`config.mk`:
```
export PLATFORM = sky130hd
export DESIGN_NAME = wdog_guard
export DESIGN_NICKNAME = d
export VERILOG_FILES = /design/src/rtl/wdog_pkg.sv /design/src/rtl/wdog_ctrl_reg.sv /design/src/rtl/wdog_counter.sv /design/src/rtl/wdog_guard.sv
export SDC_FILE = /design/constraint.sdc
export NUM_CORES = 1
export LEC_CHECK = 0
export CAP_MARGIN = 20
export CORE_UTILIZATION = 35
export CTS_CLUSTER_DIAMETER = 40
export CTS_CLUSTER_SIZE = 20
export DETAILED_ROUTE_END_ITERATION = 10
export GPL_TIMING_DRIVEN = 0
export HOLD_SLACK_MARGIN = 0.03
export PLACE_DENSITY_LB_ADDON = 0.2
export SETUP_SLACK_MARGIN = 0.4
export SYNTH_ARGS = -nofsm -noshare
export SYNTH_HDL_FRONTEND = slang
export SYNTH_SLANG_ARGS = --single-unit
export TNS_END_PERCENT = 100
```
`constraint.sdc`:
```
create_clock -name clk -period 2.2 [get_ports clk]
set_input_delay 0.44 -clock clk [delete_from_list [all_inputs] [get_ports clk]]
set_output_delay 0.44 -clock clk [all_outputs]
set_load 0.03 [all_outputs]
```
`src/rtl/wdog_pkg.sv`:
```
package wdog_pkg;

    // stored control fields
    typedef struct packed {
        logic       hold;
        logic       ivl_mode;
        logic       src_b;
        logic [1:0] tap_sel;
    } wdog_cfg_t;

    // registered outputs of the top
    typedef struct packed {
        logic rst_req;
        logic ivl_irq;
    } wdog_out_t;

endpackage

```
`src/rtl/wdog_ctrl_reg.sv`:
```
module wdog_ctrl_reg
    import wdog_pkg::*;
#(
    parameter int unsigned DATA_W = 16,
    parameter logic [7:0]  KEY    = 8'h5A,
    parameter logic [7:0]  RD_TAG = 8'h69
) (
    input  logic              clk,
    input  logic              rst_n,
    input  logic              wr_en,
    input  logic [DATA_W-1:0] wr_data,
    output wdog_cfg_t         cfg,
    output logic              clr_pulse,
    output logic              key_bad,
    output logic [DATA_W-1:0] rd_data
);
    localparam int unsigned KEY_LSB = DATA_W - 8;

    wdog_cfg_t cfg_d, cfg_q;
    logic      key_ok;

    assign key_ok = (wr_data[DATA_W-1:KEY_LSB] == KEY);

    always_comb begin
        cfg_d     = cfg_q;
        clr_pulse = 1'b0;
        key_bad   = 1'b0;
        if (wr_en) begin
            if (key_ok) begin
                cfg_d.hold     = wr_data[7];
                cfg_d.ivl_mode = wr_data[4];
                cfg_d.src_b    = wr_data[2];
                cfg_d.tap_sel  = wr_data[1:0];
                clr_pulse      = wr_data[3];
            end else begin
                key_bad = 1'b1;
            end
        end
    end

    always_ff @(posedge clk or negedge rst_n) begin
        if (!rst_n) cfg_q <= '0;
        else        cfg_q <= cfg_d;
    end

    assign cfg     = cfg_q;
    assign rd_data = {RD_TAG, {(KEY_LSB-8){1'b0}}, cfg_q.hold, 2'b00,
                      cfg_q.ivl_mode, 1'b0, cfg_q.src_b, cfg_q.tap_sel};


    bad_key_keeps_cfg_chk: assert property (@(posedge clk) disable iff (!rst_n)
        (wr_en && wr_data[DATA_W-1:KEY_LSB] != KEY) |=> $stable(cfg_q));

endmodule

```
`src/rtl/wdog_counter.sv`:
```
module wdog_counter
    import wdog_pkg::*;
#(
    parameter int unsigned CNT_W = 16
) (
    input  logic      clk,
    input  logic      rst_n,
    input  logic      tick_a,
    input  logic      tick_b,
    input  wdog_cfg_t cfg,
    input  logic      clr,
    output logic      expire
);
    localparam logic [CNT_W-1:0] ONE = {{(CNT_W-1){1'b0}}, 1'b1};

    logic [CNT_W-1:0] cnt_d, cnt_q;
    logic [CNT_W-1:0] last;
    logic             step;

    // terminal count per interval select
    always_comb begin
        case (cfg.tap_sel)
            2'd0:    last = (ONE << (CNT_W-1))  - ONE;
            2'd1:    last = (ONE << (CNT_W-3))  - ONE;
            2'd2:    last = (ONE << (CNT_W-7))  - ONE;
            default: last = (ONE << (CNT_W-10)) - ONE;
        endcase
    end

    assign step = (cfg.src_b ? tick_b : tick_a) & ~cfg.hold;

    always_comb begin
        cnt_d  = cnt_q;
        expire = 1'b0;
        if (clr) begin
            cnt_d = '0;
        end else if (step) begin
            if (cnt_q >= last) begin
                cnt_d  = '0;
                expire = 1'b1;
            end else begin
                cnt_d = cnt_q + ONE;
            end
        end
    end

    always_ff @(posedge clk or negedge rst_n) begin
        if (!rst_n) cnt_q <= '0;
        else        cnt_q <= cnt_d;
    end


    hold_freezes_chk: assert property (@(posedge clk) disable iff (!rst_n)
        (cfg.hold && !clr) |=> $stable(cnt_q));


    clear_zeroes_chk: assert property (@(posedge clk) disable iff (!rst_n)
        clr |=> (cnt_q == '0));


    wrap_after_expire_chk: assert property (@(posedge clk) disable iff (!rst_n)
        expire |=> (cnt_q == '0));

endmodule

```
`src/rtl/wdog_guard.sv`:
```
module wdog_guard
    import wdog_pkg::*;
#(
    parameter int unsigned CNT_W  = 16,
    parameter int unsigned DATA_W = 16
) (
    input  logic              clk,
    input  logic              rst_n,
    input  logic              tick_a,
    input  logic              tick_b,
    input  logic              wr_en,
    input  logic [DATA_W-1:0] wr_data,
    output logic [DATA_W-1:0] rd_data,
    output logic              rst_req,
    output logic              ivl_irq
);
    wdog_cfg_t cfg;
    logic      clr_pulse, key_bad, expire;
    wdog_out_t out_d, out_q;

    wdog_ctrl_reg #(.DATA_W(DATA_W)) u_ctrl (
        .clk(clk), .rst_n(rst_n), .wr_en(wr_en), .wr_data(wr_data),
        .cfg(cfg), .clr_pulse(clr_pulse), .key_bad(key_bad), .rd_data(rd_data)
    );

    wdog_counter #(.CNT_W(CNT_W)) u_cnt (
        .clk(clk), .rst_n(rst_n), .tick_a(tick_a), .tick_b(tick_b),
        .cfg(cfg), .clr(clr_pulse), .expire(expire)
    );

    always_comb begin
        out_d         = '0;
        out_d.rst_req = key_bad | (expire & ~cfg.ivl_mode);
        out_d.ivl_irq = expire & cfg.ivl_mode;
    end

    always_ff @(posedge clk or negedge rst_n) begin
        if (!rst_n) out_q <= '0;
        else        out_q <= out_d;
    end

    assign rst_req = out_q.rst_req;
    assign ivl_irq = out_q.ivl_irq;


    irq_only_interval_chk: assert property (@(posedge clk) disable iff (!rst_n)
        ivl_irq |-> $past(cfg.ivl_mode));


    no_expiry_reset_in_ivl_chk: assert property (@(posedge clk) disable iff (!rst_n)
        (rst_req && !$past(wr_en)) |-> !$past(cfg.ivl_mode));

endmodule

```
==> results of run 1 <==
stage by stage:
stage | total power [mW] | TNS (ns) | hold slack (ns) | setup WS [ns]
floorplan | 0.6255 | -0.06292 | 0.1444 | -0.02072
global placement | 0.6948 | -2.163 | 0.5083 | -0.2062
detailed placement | 0.7056 | -2.661 | 0.5332 | -0.2226
CTS | 0.9622 | 0 | 0.5462 | 0.01695
global route | 1.030 | -0.7578 | 0.4771 | -0.09736
finish | 0.9698 | -0.01303 | 0.4783 | -0.01303
cell usage after synthesis:
cell type / n / share of area
dfrtp_1: 23 / 0.41
conb_1: 2 / 0.0053
nor2_1: 11 / 0.029
and2_1: 2 / 0.0088
mux2_2: 6 / 0.048
o22ai_1: 1 / 0.0044
buf_4: 11 / 0.058
o41ai_1: 1 / 0.0062
a21oi_1: 5 / 0.018
buf_6: 1 / 0.0079
nand2_1: 12 / 0.032
o311a_1: 1 / 0.0071
a31oi_1: 5 / 0.022
inv_1: 4 / 0.011
xor2_1: 5 / 0.031
and3_1: 10 / 0.044
o21ai_0: 2 / 0.0071
nand3_1: 12 / 0.042
or2_2: 1 / 0.0044
nor2b_1: 1 / 0.0044
ha_1: 7 / 0.062
or2_1: 1 / 0.0044
o32ai_4: 1 / 0.019
o21a_1: 1 / 0.0053
nand4bb_1: 2 / 0.016
a211oi_1: 1 / 0.0053
mux2i_1: 1 / 0.0071
nor3_4: 1 / 0.011
a41oi_1: 1 / 0.0062
xnor2_1: 2 / 0.012
nand4_1: 1 / 0.0044
a22o_1: 2 / 0.012
o31ai_1: 1 / 0.0053
nor3_1: 2 / 0.0071
o21ai_1: 3 / 0.011
a311o_1: 1 / 0.0071
and4b_1: 1 / 0.0071
how the worst max path moves through the flow:
stage                                          from  slack [ns]                    endpoint
final                     u_ctrl.cfg[0]$_DFFE_PN0P_       -0.01  u_cnt.cnt_q[0]$_DFFE_PN0P_
after global routing      u_ctrl.cfg[0]$_DFFE_PN0P_        -0.1  u_cnt.cnt_q[4]$_DFFE_PN0P_
after CTS                 u_ctrl.cfg[0]$_DFFE_PN0P_        0.02  u_cnt.cnt_q[4]$_DFFE_PN0P_
after detailed placement                wr_data[15]       -0.22  u_cnt.cnt_q[9]$_DFFE_PN0P_
after global placement                  wr_data[15]       -0.21  u_cnt.cnt_q[9]$_DFFE_PN0P_
after floorplan           u_ctrl.cfg[1]$_DFFE_PN0P_       -0.02  u_cnt.cnt_q[4]$_DFFE_PN0P_
final cells by class:
cell class | instances | area, µm² | area share
inverters | 4 | 15.01 | 0.007403
flip-flops and latches | 23 | 578.1 | 0.2850
clock buffers | 4 | 45.04 | 0.02221
plain buffers | 12 | 93.84 | 0.04627
multi-input cells | 115 | 869.6 | 0.4287
repair buffers | 37 | 366.6 | 0.1808
well taps | 48 | 60.06 | 0.02961
routing by layer:
metal / track usage / vias up
met5: 0 / -
met4: 0.05707 / 0
met3: 0.01563 / 2
met2: 0.3003 / 39
met1: 0.2028 / 606
li1: - / 609
flip-flops by register name, summed over array words and instances, names as in the netlist:
signal,count
u_ctrl.cfg,5
u_cnt.cnt_q,16
rst_req,1
ivl_irq,1
report_power, final:
part	internal [mW]	total (mW)	switching, mW
registers	0.456	0.493	0.0367
clock network	0.129	0.253	0.125
logic	0.111	0.224	0.113
cells by family (layout without fill, tap and decap cells):
kind of cell | after synthesis | after routing | synth area share
AO/OA/AOI/OAI | 26 | 26 | 0.1361
XOR/XNOR | 7 | 7 | 0.04329
adder cells (fa/ha/maj) | 7 | 7 | 0.06183
buffers and inverters | 16 | 57 | 0.07685
flip-flops | 23 | 23 | 0.4064
multiplexers | 7 | 7 | 0.05477
other | 2 | 11 | 0.005302
AND/OR/NAND/NOR | 57 | 57 | 0.2156
worst max-delay path: stages, from the launching register on:
cell	delay, ns
dfrtp_2	0.41
or2_4	0.26
ha_2	0.33
and4b_1	0.20
and3_4	0.19
o311a_4	0.24
nor3_4	0.07
buf_2	0.15
mux2_2	0.25
what timing repair did:
item                                    in CTS  in global routing
gates resized for setup                      5                 16
buffers inserted                             6                  4
hold buffers                                 0                  0
endpoints found under the setup margin      20                 26
gates cloned                                 0                  1
pin swaps                                    4                  3
==> impl_results.md, run 1 <==
* Status: finished with violations
* Failing checks: setup timing
* Worst R2R Path Depth at 8
* Gr usage total at 0.1658
* CTS tree: done
* Highest routed layer: met4
* CP Class: reg -> reg
* GRT Residual Overflow at 0
* Vias in the first global route at 1264
* FF+latch count, synth at 23
* CTS clk-pin slew, worst paths at 0.08 ns
* Ports at 39
* Clk Latency, worst-skew pair at 0.25 ns
* Drt total wl at 3.199 mm
* Die height at 65.62 µm
* Fin crit share at 1.006
* Pwr dens at 478.2 nW/µm²
* Fin cells at 243
* CTS Sinks at 23
* Port Buf Inserts at 25
* Max Cap Viol at 0
* Global-route wire length before repair at 5.520 mm
* Met3 routed WL at 135 µm
* Ant diodes at 0
* Largest net degree at the start of global routing at 24
* Starting Density at 0.3756
* Fillers at 354
* Layout Utilization at 0.5378
* Max-slew violations at 0
* Vias at 1256
* DRT iter0 DRCs at 43
* Setup slack after layout at -0.01303 ns
* Post-route DRC at 0
* DP HPWL at 2.351 mm
* Die W at 65.62 µm
* Reg2reg end: u_cnt.cnt_q[0]$_DFFE_PN0P_
* Initial antenna violation count at 0
* Design Area, Final at 2028 µm²
* Final net count at 224
* CP required at 2.34 ns
* Reg2Reg Launch Point: u_ctrl.cfg[0]$_DFFE_PN0P_
* DRT Pass-1 Iters at 4
* Core ar. at 3771 µm²
* Total placed cells including tap cells at 227
* Register area share after synthesis at 0.4064
* Synth cell types at 37
* CTS root buffer: clkbuf_8
* Tmin final at 2.213 ns
* Hold Crit Class: in -> async
* Post-DR wirelength/cell at 13.16 µm
* RSZ-0062 raised after global routing: true
* Max Fanout on Critical Path at 5
* Via density at 5.169
* Clk buf depth at 2
* Placed Area at 1789 µm²
* Worst vdd ir at 0.2712 mV
* Share of cells above drive strength 1 at 0.2667
* H-tree Lvls at 1
* Worst setup EP type: flop
* # setup viols final at 1
* Synth warnings at 0
* Syn Std Cell Area at 1416 µm²
* Cells after Synth at 145
* CP Data Arrival Time at 2.36 ns
* Final hold vios at 0
* Leak at 0.9977 nW
* Area Growth Syn to Fin at 43.20%
* Reg2reg setup slack at -0.01 ns
* Final antenna-violating net count at 0
* Total Die Area at 4305 µm²
* DR WL met2 at 1.658 mm
* GP Congestion at 0.7532
* CTS Buf Count at 3
* Site Rows at 22
* Metal-1 WL at 1.382 mm
* Skew final at 0.004296 ns
* Syn Area/Cell at 9.768 µm²
* FMAX at 0.4519 GHz
* Commonest non-fill, non-tap cell in the layout: dfrtp_1
* Most frequent cells in the layout: dfrtp_1, buf_4, clkdlybuf4s50_1
* CP startpoint kind: flop
(Power assumes the default switching activity.)
==> run 2: changes to the inputs <==
Settings changed: SETUP_SLACK_MARGIN 0.4 to 0.05.
==> run 2 against run 1 <==
  * The run now ends clean
  * Combinational power barely moved
  * Highest routed layer unchanged
  * Register-to-register slack improved by 0.04 ns
  * Worst setup slack improved by 0.041 ns
  * Utilization fell by 1.3 points
  * Clock-buffer cell count did not move
==> impl_results.md, run 2 (synthesis results as in run 1) <==
* Crit path cell chain: or2_4 > ha_4 > and4b_1 > and3_4 > o311a_4 > nor3_4 > buf_6 > mux2_4
* Total Die Area at 4305 µm²
* Most frequent cells in the layout: clkdlybuf4s50_1, dfrtp_1, buf_4
* Skew final at 0.002306 ns
* Gr usage total at 0.1659
* Largest reg by FF count: u_cnt.cnt_q
* Setup slack after layout at 0.02771 ns
* # setup viols final at 0
* Max Cap Viol at 0
* Die height at 65.62 µm
* CP Buf/Inv Count at 1
* CP required at 2.35 ns
* Site Rows at 22
* Worst slack, placed at -0.2454 ns
* Layout Utilization at 0.5246
* Hold Crit Class: in -> async
* CP delay by family, top: simple AND/OR/NAND/NOR gates
* Worst setup EP type: flop
* H-tree Lvls at 1
* DRT iter0 DRCs at 59
* Tmin final at 2.172 ns
* Starting Density at 0.3756
* Pwr dens at 494.0 nW/µm²
* CP Data Arrival Time at 2.32 ns
* Final antenna-violating net count at 0
* DRT Pass-1 Iters at 4
* CTS tree: done
* Largest net degree at the start of global routing at 24
* CTS Sinks at 23
* Clk Latency, worst-skew pair at 0.26 ns
* GP Congestion at 0.8042
* Ports at 39
* Vias in the first global route at 1252
* Max reg flops at 16
* RSZ-0062 raised after global routing: true
* DP HPWL at 2.301 mm
* Clk buf depth at 2
* Share of cells above drive strength 1 at 0.2332
* CTS Buf Count at 3
* Die W at 65.62 µm
* Worst vdd ir at 0.2703 mV
* Final hold vios at 0
* Post-CTS Hold Fix Bufs at 0
* CTS root buffer: clkbuf_8
* CP Class: reg -> reg
* CP startpoint kind: flop
* Commonest non-fill, non-tap cell in the layout: clkdlybuf4s50_1
* Via density at 5.104
* Area Growth Syn to Fin at 39.66%
* Fin crit share at 0.9874
* Post-route DRC at 0
* FMAX at 0.4603 GHz
* Status: complete, no violations
* Ant diodes at 0
* Max-slew violations at 0
* Global-route wire length before repair at 5.513 mm
* Core ar. at 3771 µm²
* Final net count at 222
* Vias at 1230
* Drt total wl at 3.151 mm
* CTS clk-pin slew, worst paths at 0.08 ns
* Max stage delay on crit path at 0.41 ns
* Max Fanout on Critical Path at 5
* Leak at 0.9194 nW
* GRT Residual Overflow at 0
* Initial antenna violation count at 0
* Post-DR wirelength/cell at 13.07 µm
* Port Buf Inserts at 25
* Slowest stage cell, crit path: dfrtp_2
==> run 2: cell type report <==
| class | count | area (µm²) |
|---|---|---|
| Buffer | 12 | 93.84 |
| Clock buffer | 4 | 45.04 |
| Fill cell | 335 | 1793 |
| Inverter | 4 | 15.01 |
| Multi-Input combinational cell | 115 | 833.3 |
| Sequential cell | 23 | 578.1 |
| Tap cell | 48 | 60.06 |
| Timing Repair Buffer | 35 | 352.8 |
==> run 2: worst paths after layout <==
| path | start | end | slack, ns | cells past startpoint |
|---|---|---|---|---|
| max in group asynchronous | rst_n | u_ctrl.cfg[0]$_DFFE_PN0P_ | 1.37 | 2 |
| min in group clk | u_cnt.cnt_q[4]$_DFFE_PN0P_ | u_cnt.cnt_q[4]$_DFFE_PN0P_ | 0.56 | 1 |
| setup / recovery | u_ctrl.cfg[1]$_DFFE_PN0P_ | u_cnt.cnt_q[0]$_DFFE_PN0P_ | 0.03 | 8 |
| setup reg to reg | u_ctrl.cfg[1]$_DFFE_PN0P_ | u_cnt.cnt_q[0]$_DFFE_PN0P_ | 0.03 | 8 |
| hold / removal | rst_n | u_cnt.cnt_q[9]$_DFFE_PN0P_ | 0.43 | 1 |
| hold reg to reg | u_cnt.cnt_q[4]$_DFFE_PN0P_ | u_cnt.cnt_q[4]$_DFFE_PN0P_ | 0.56 | 1 |
==> run 2: timing repair <==
action	in CTS	in global routing
resized for setup	8	4
pin swaps	10	2
endpoints found under the setup margin	18	18
cloned	1	0
setup buffers	5	3
==> run 2: where the power goes <==
part | total, mW | internal [mW] | switching [mW] | leakage, nW
Combinational | 0.222 | 0.112 | 0.110 | 0.588
Clock | 0.261 | 0.129 | 0.132 | 0.0228
Sequential | 0.494 | 0.456 | 0.0380 | 0.309
==> run 2: per-stage QoR <==
step / std cells / power (mW) / TNS, ns / hold slack, ns / instance area (µm²)
2_1_floorplan: 154 / 0.6255 / -0.05640 / 0.1444 / 1479
3_3_place_gp: 227 / 0.6949 / -1.923 / 0.5104 / 1789
3_5_place_dp: 227 / 0.7030 / -2.529 / 0.5196 / 1789
4_1_cts: 237 / 0.9747 / 0 / 0.5467 / 1919
5_1_grt: 241 / 1.029 / -0.2671 / 0.4316 / 1978
6_report: 241 / 0.9772 / 0 / 0.4305 / 1978
==> run 2: routing by layer <==
layer	wire length, µm	up-vias	global-route usage	share of wire
met3	98	2	0.03125	0.031
met4	17	0	0.05163	0.0054
met1	1404	603	0.2009	0.45
li1	-	602	-	-
met5	0	-	0	0
met2	1631	23	0.2938	0.52
==> run 3: changes to the inputs <==
Settings changed: CORE_MARGIN from default to 2.
==> run 3 against run 2 <==
  * Worst setup slack lost 0.027 ns
  * Via count shrank 0.49%
  * Design area grew 0.70%
  * Clock-buffer cell count is the same
  * Final cell count grew 1.2%
  * Routed wire length grew 10%
  * Clock skew grew 0.00082 ns
  * Utilization shrank 1.9 points
  * Critical path depth grew 1
  * Register-to-register slack lost 0.03 ns
  * Critical path type unchanged
  * Sequential share of layout area shrank 0.20 points
  * Total power grew 0.32%
==> impl_results.md, run 3 (synthesis results as in run 1) <==
* DP HPWL at 2.493 mm
* GP Congestion at 0.8344
* Worst slack, placed at -0.2525 ns
* Reg2Reg Launch Point: u_ctrl.cfg[1]$_DFFE_PN0P_
* Initial antenna violation count at 0
* CP Data Arrival Time at 2.37 ns
* CP Buf/Inv Count at 1
* Power Total at 0.9803 mW
* CP delay by family, top: compound AO/OA/AOI/OAI gates
* Ports at 39
* Vias in the first global route at 1293
* Site Rows at 23
* Hold_ws at 0.4315 ns
* Final net count at 223
* Crit path cell chain: or2_4 > ha_4 > a211oi_2 > nand2_1 > a311o_1 > nor3_4 > buf_6 > nand2_2 > a31oi_1
* DRT iter0 DRCs at 54
* RSZ-0062 raised after global routing: true
* Fin cells at 244
* Register Area at 578.1 µm²
* Die W at 67.62 µm
* Starting Density at 0.3593
* Die height at 67.62 µm
* Multi-input gate area at 833.3 µm²
* # setup viols final at 0
* Fillers at 371
* Leak at 0.9201 nW
* GRT Residual Overflow at 0
* Worst R2R Path Depth at 9
* DRT Pass-1 Iters at 4
* Global-route wire length before repair at 5.616 mm
* FMAX at 0.4548 GHz
* Largest reg by FF count: u_cnt.cnt_q
* Setup slack after layout at 0.001158 ns
* H-tree Lvls at 1
* Final TNS setup at 0 ns
* Max-slew violations at 0
* Max Fanout on Critical Path at 5
* Ant diodes at 0
* Area Growth Syn to Fin at 40.64%
* Reg2reg end: u_cnt.cnt_q[4]$_DFFE_PN0P_
* Most frequent cells in the layout: clkdlybuf4s50_1, dfrtp_1, buf_4
* Design Area, Final at 1992 µm²
* CTS Sinks at 23
* CTS clk-pin slew, worst paths at 0.08 ns
* Hold Crit Class: in -> async
* Reg2reg setup slack at 0.001 ns
* Worst vdd ir at 0.2352 mV
* CP Class: reg -> reg
* Skew final at 0.003129 ns
* Status: complete, no violations
* Final antenna-violating net count at 0
* CP required at 2.38 ns
* Clk Latency, worst-skew pair at 0.26 ns
* Placed Area at 1792 µm²
* Slowest stage cell, crit path: dfrtp_2
* Via density at 5.016
* Post-route DRC at 0
* Post-DR wirelength/cell at 14.24 µm
* Vias at 1224
* Drt total wl at 3.474 mm
* Largest net degree at the start of global routing at 24
* Max reg flops at 16
* CTS tree: done
* Commonest non-fill, non-tap cell in the layout: clkdlybuf4s50_1
* Max Cap Viol at 0
* Layout Utilization at 0.5052
* Core ar. at 3943 µm²
* Total placed cells including tap cells at 229
* Max stage delay on crit path at 0.41 ns
* Total Die Area at 4572 µm²
* Gr usage total at 0.1611
* Clk buf depth at 2
* Worst setup EP type: flop
* CTS root buffer: clkbuf_8
* CP startpoint kind: flop
* Pwr dens at 492.1 nW/µm²
* Fin crit share at 0.9995
* CTS Buf Count at 3
* Tmin final at 2.199 ns
* Port Buf Inserts at 25
* Final hold vios at 0
* Share of cells above drive strength 1 at 0.2526
[run 3: changes by cell type in the layout (fill, tap and decap cells not counted), sizes merged]
cell  previous run  this run
buf             22        23
[run 3: final cells by class]
class                           instances  area share
Tap cell                               50     0.03141
Multi-Input combinational cell        115      0.4183
Timing Repair Buffer                   36      0.1828
Clock buffer                            4     0.02261
Buffer                                 12     0.04711
Inverter                                4    0.007538
Sequential cell                        23      0.2902
[run 3: layer usage]
| metal | track usage | part of all wire | vias to the layer above |
|---|---|---|---|
| met4 | 0.05102 | 0.010 | 0 |
| met5 | 0 | 0 | - |
| met2 | 0.3076 | 0.56 | 25 |
| li1 | - | - | 598 |
| met1 | 0.1798 | 0.41 | 597 |
| met3 | 0.02500 | 0.025 | 4 |
[run 3: worst max-delay path by stage]
stage,from,end,cells after the start
floorplan,u_ctrl.cfg[1]$_DFFE_PN0P_,u_cnt.cnt_q[4]$_DFFE_PN0P_,9
global placement,wr_data[15],u_cnt.cnt_q[9]$_DFFE_PN0P_,7
detailed placement,wr_data[15],u_cnt.cnt_q[9]$_DFFE_PN0P_,7
CTS,u_ctrl.cfg[1]$_DFFE_PN0P_,u_cnt.cnt_q[0]$_DFFE_PN0P_,8
global route,u_ctrl.cfg[1]$_DFFE_PN0P_,u_cnt.cnt_q[13]$_DFFE_PN0P_,9
finish,u_ctrl.cfg[1]$_DFFE_PN0P_,u_cnt.cnt_q[4]$_DFFE_PN0P_,9
[run 3: power breakdown]
group          internal (mW)  leakage (nW)  switching, mW  total, mW
combinational          0.113         0.589          0.113      0.226
sequential             0.456         0.309         0.0392      0.495
clock                  0.129        0.0228          0.130      0.259
[run 3: timing repair]
action,CTS,global route
endpoints found under the setup margin,18,18
buffers inserted,6,3
endpoints found under the hold margin,0,0
gates cloned,1,0
hold buffers,0,0
pin swaps,5,5
gates resized for setup,7,7
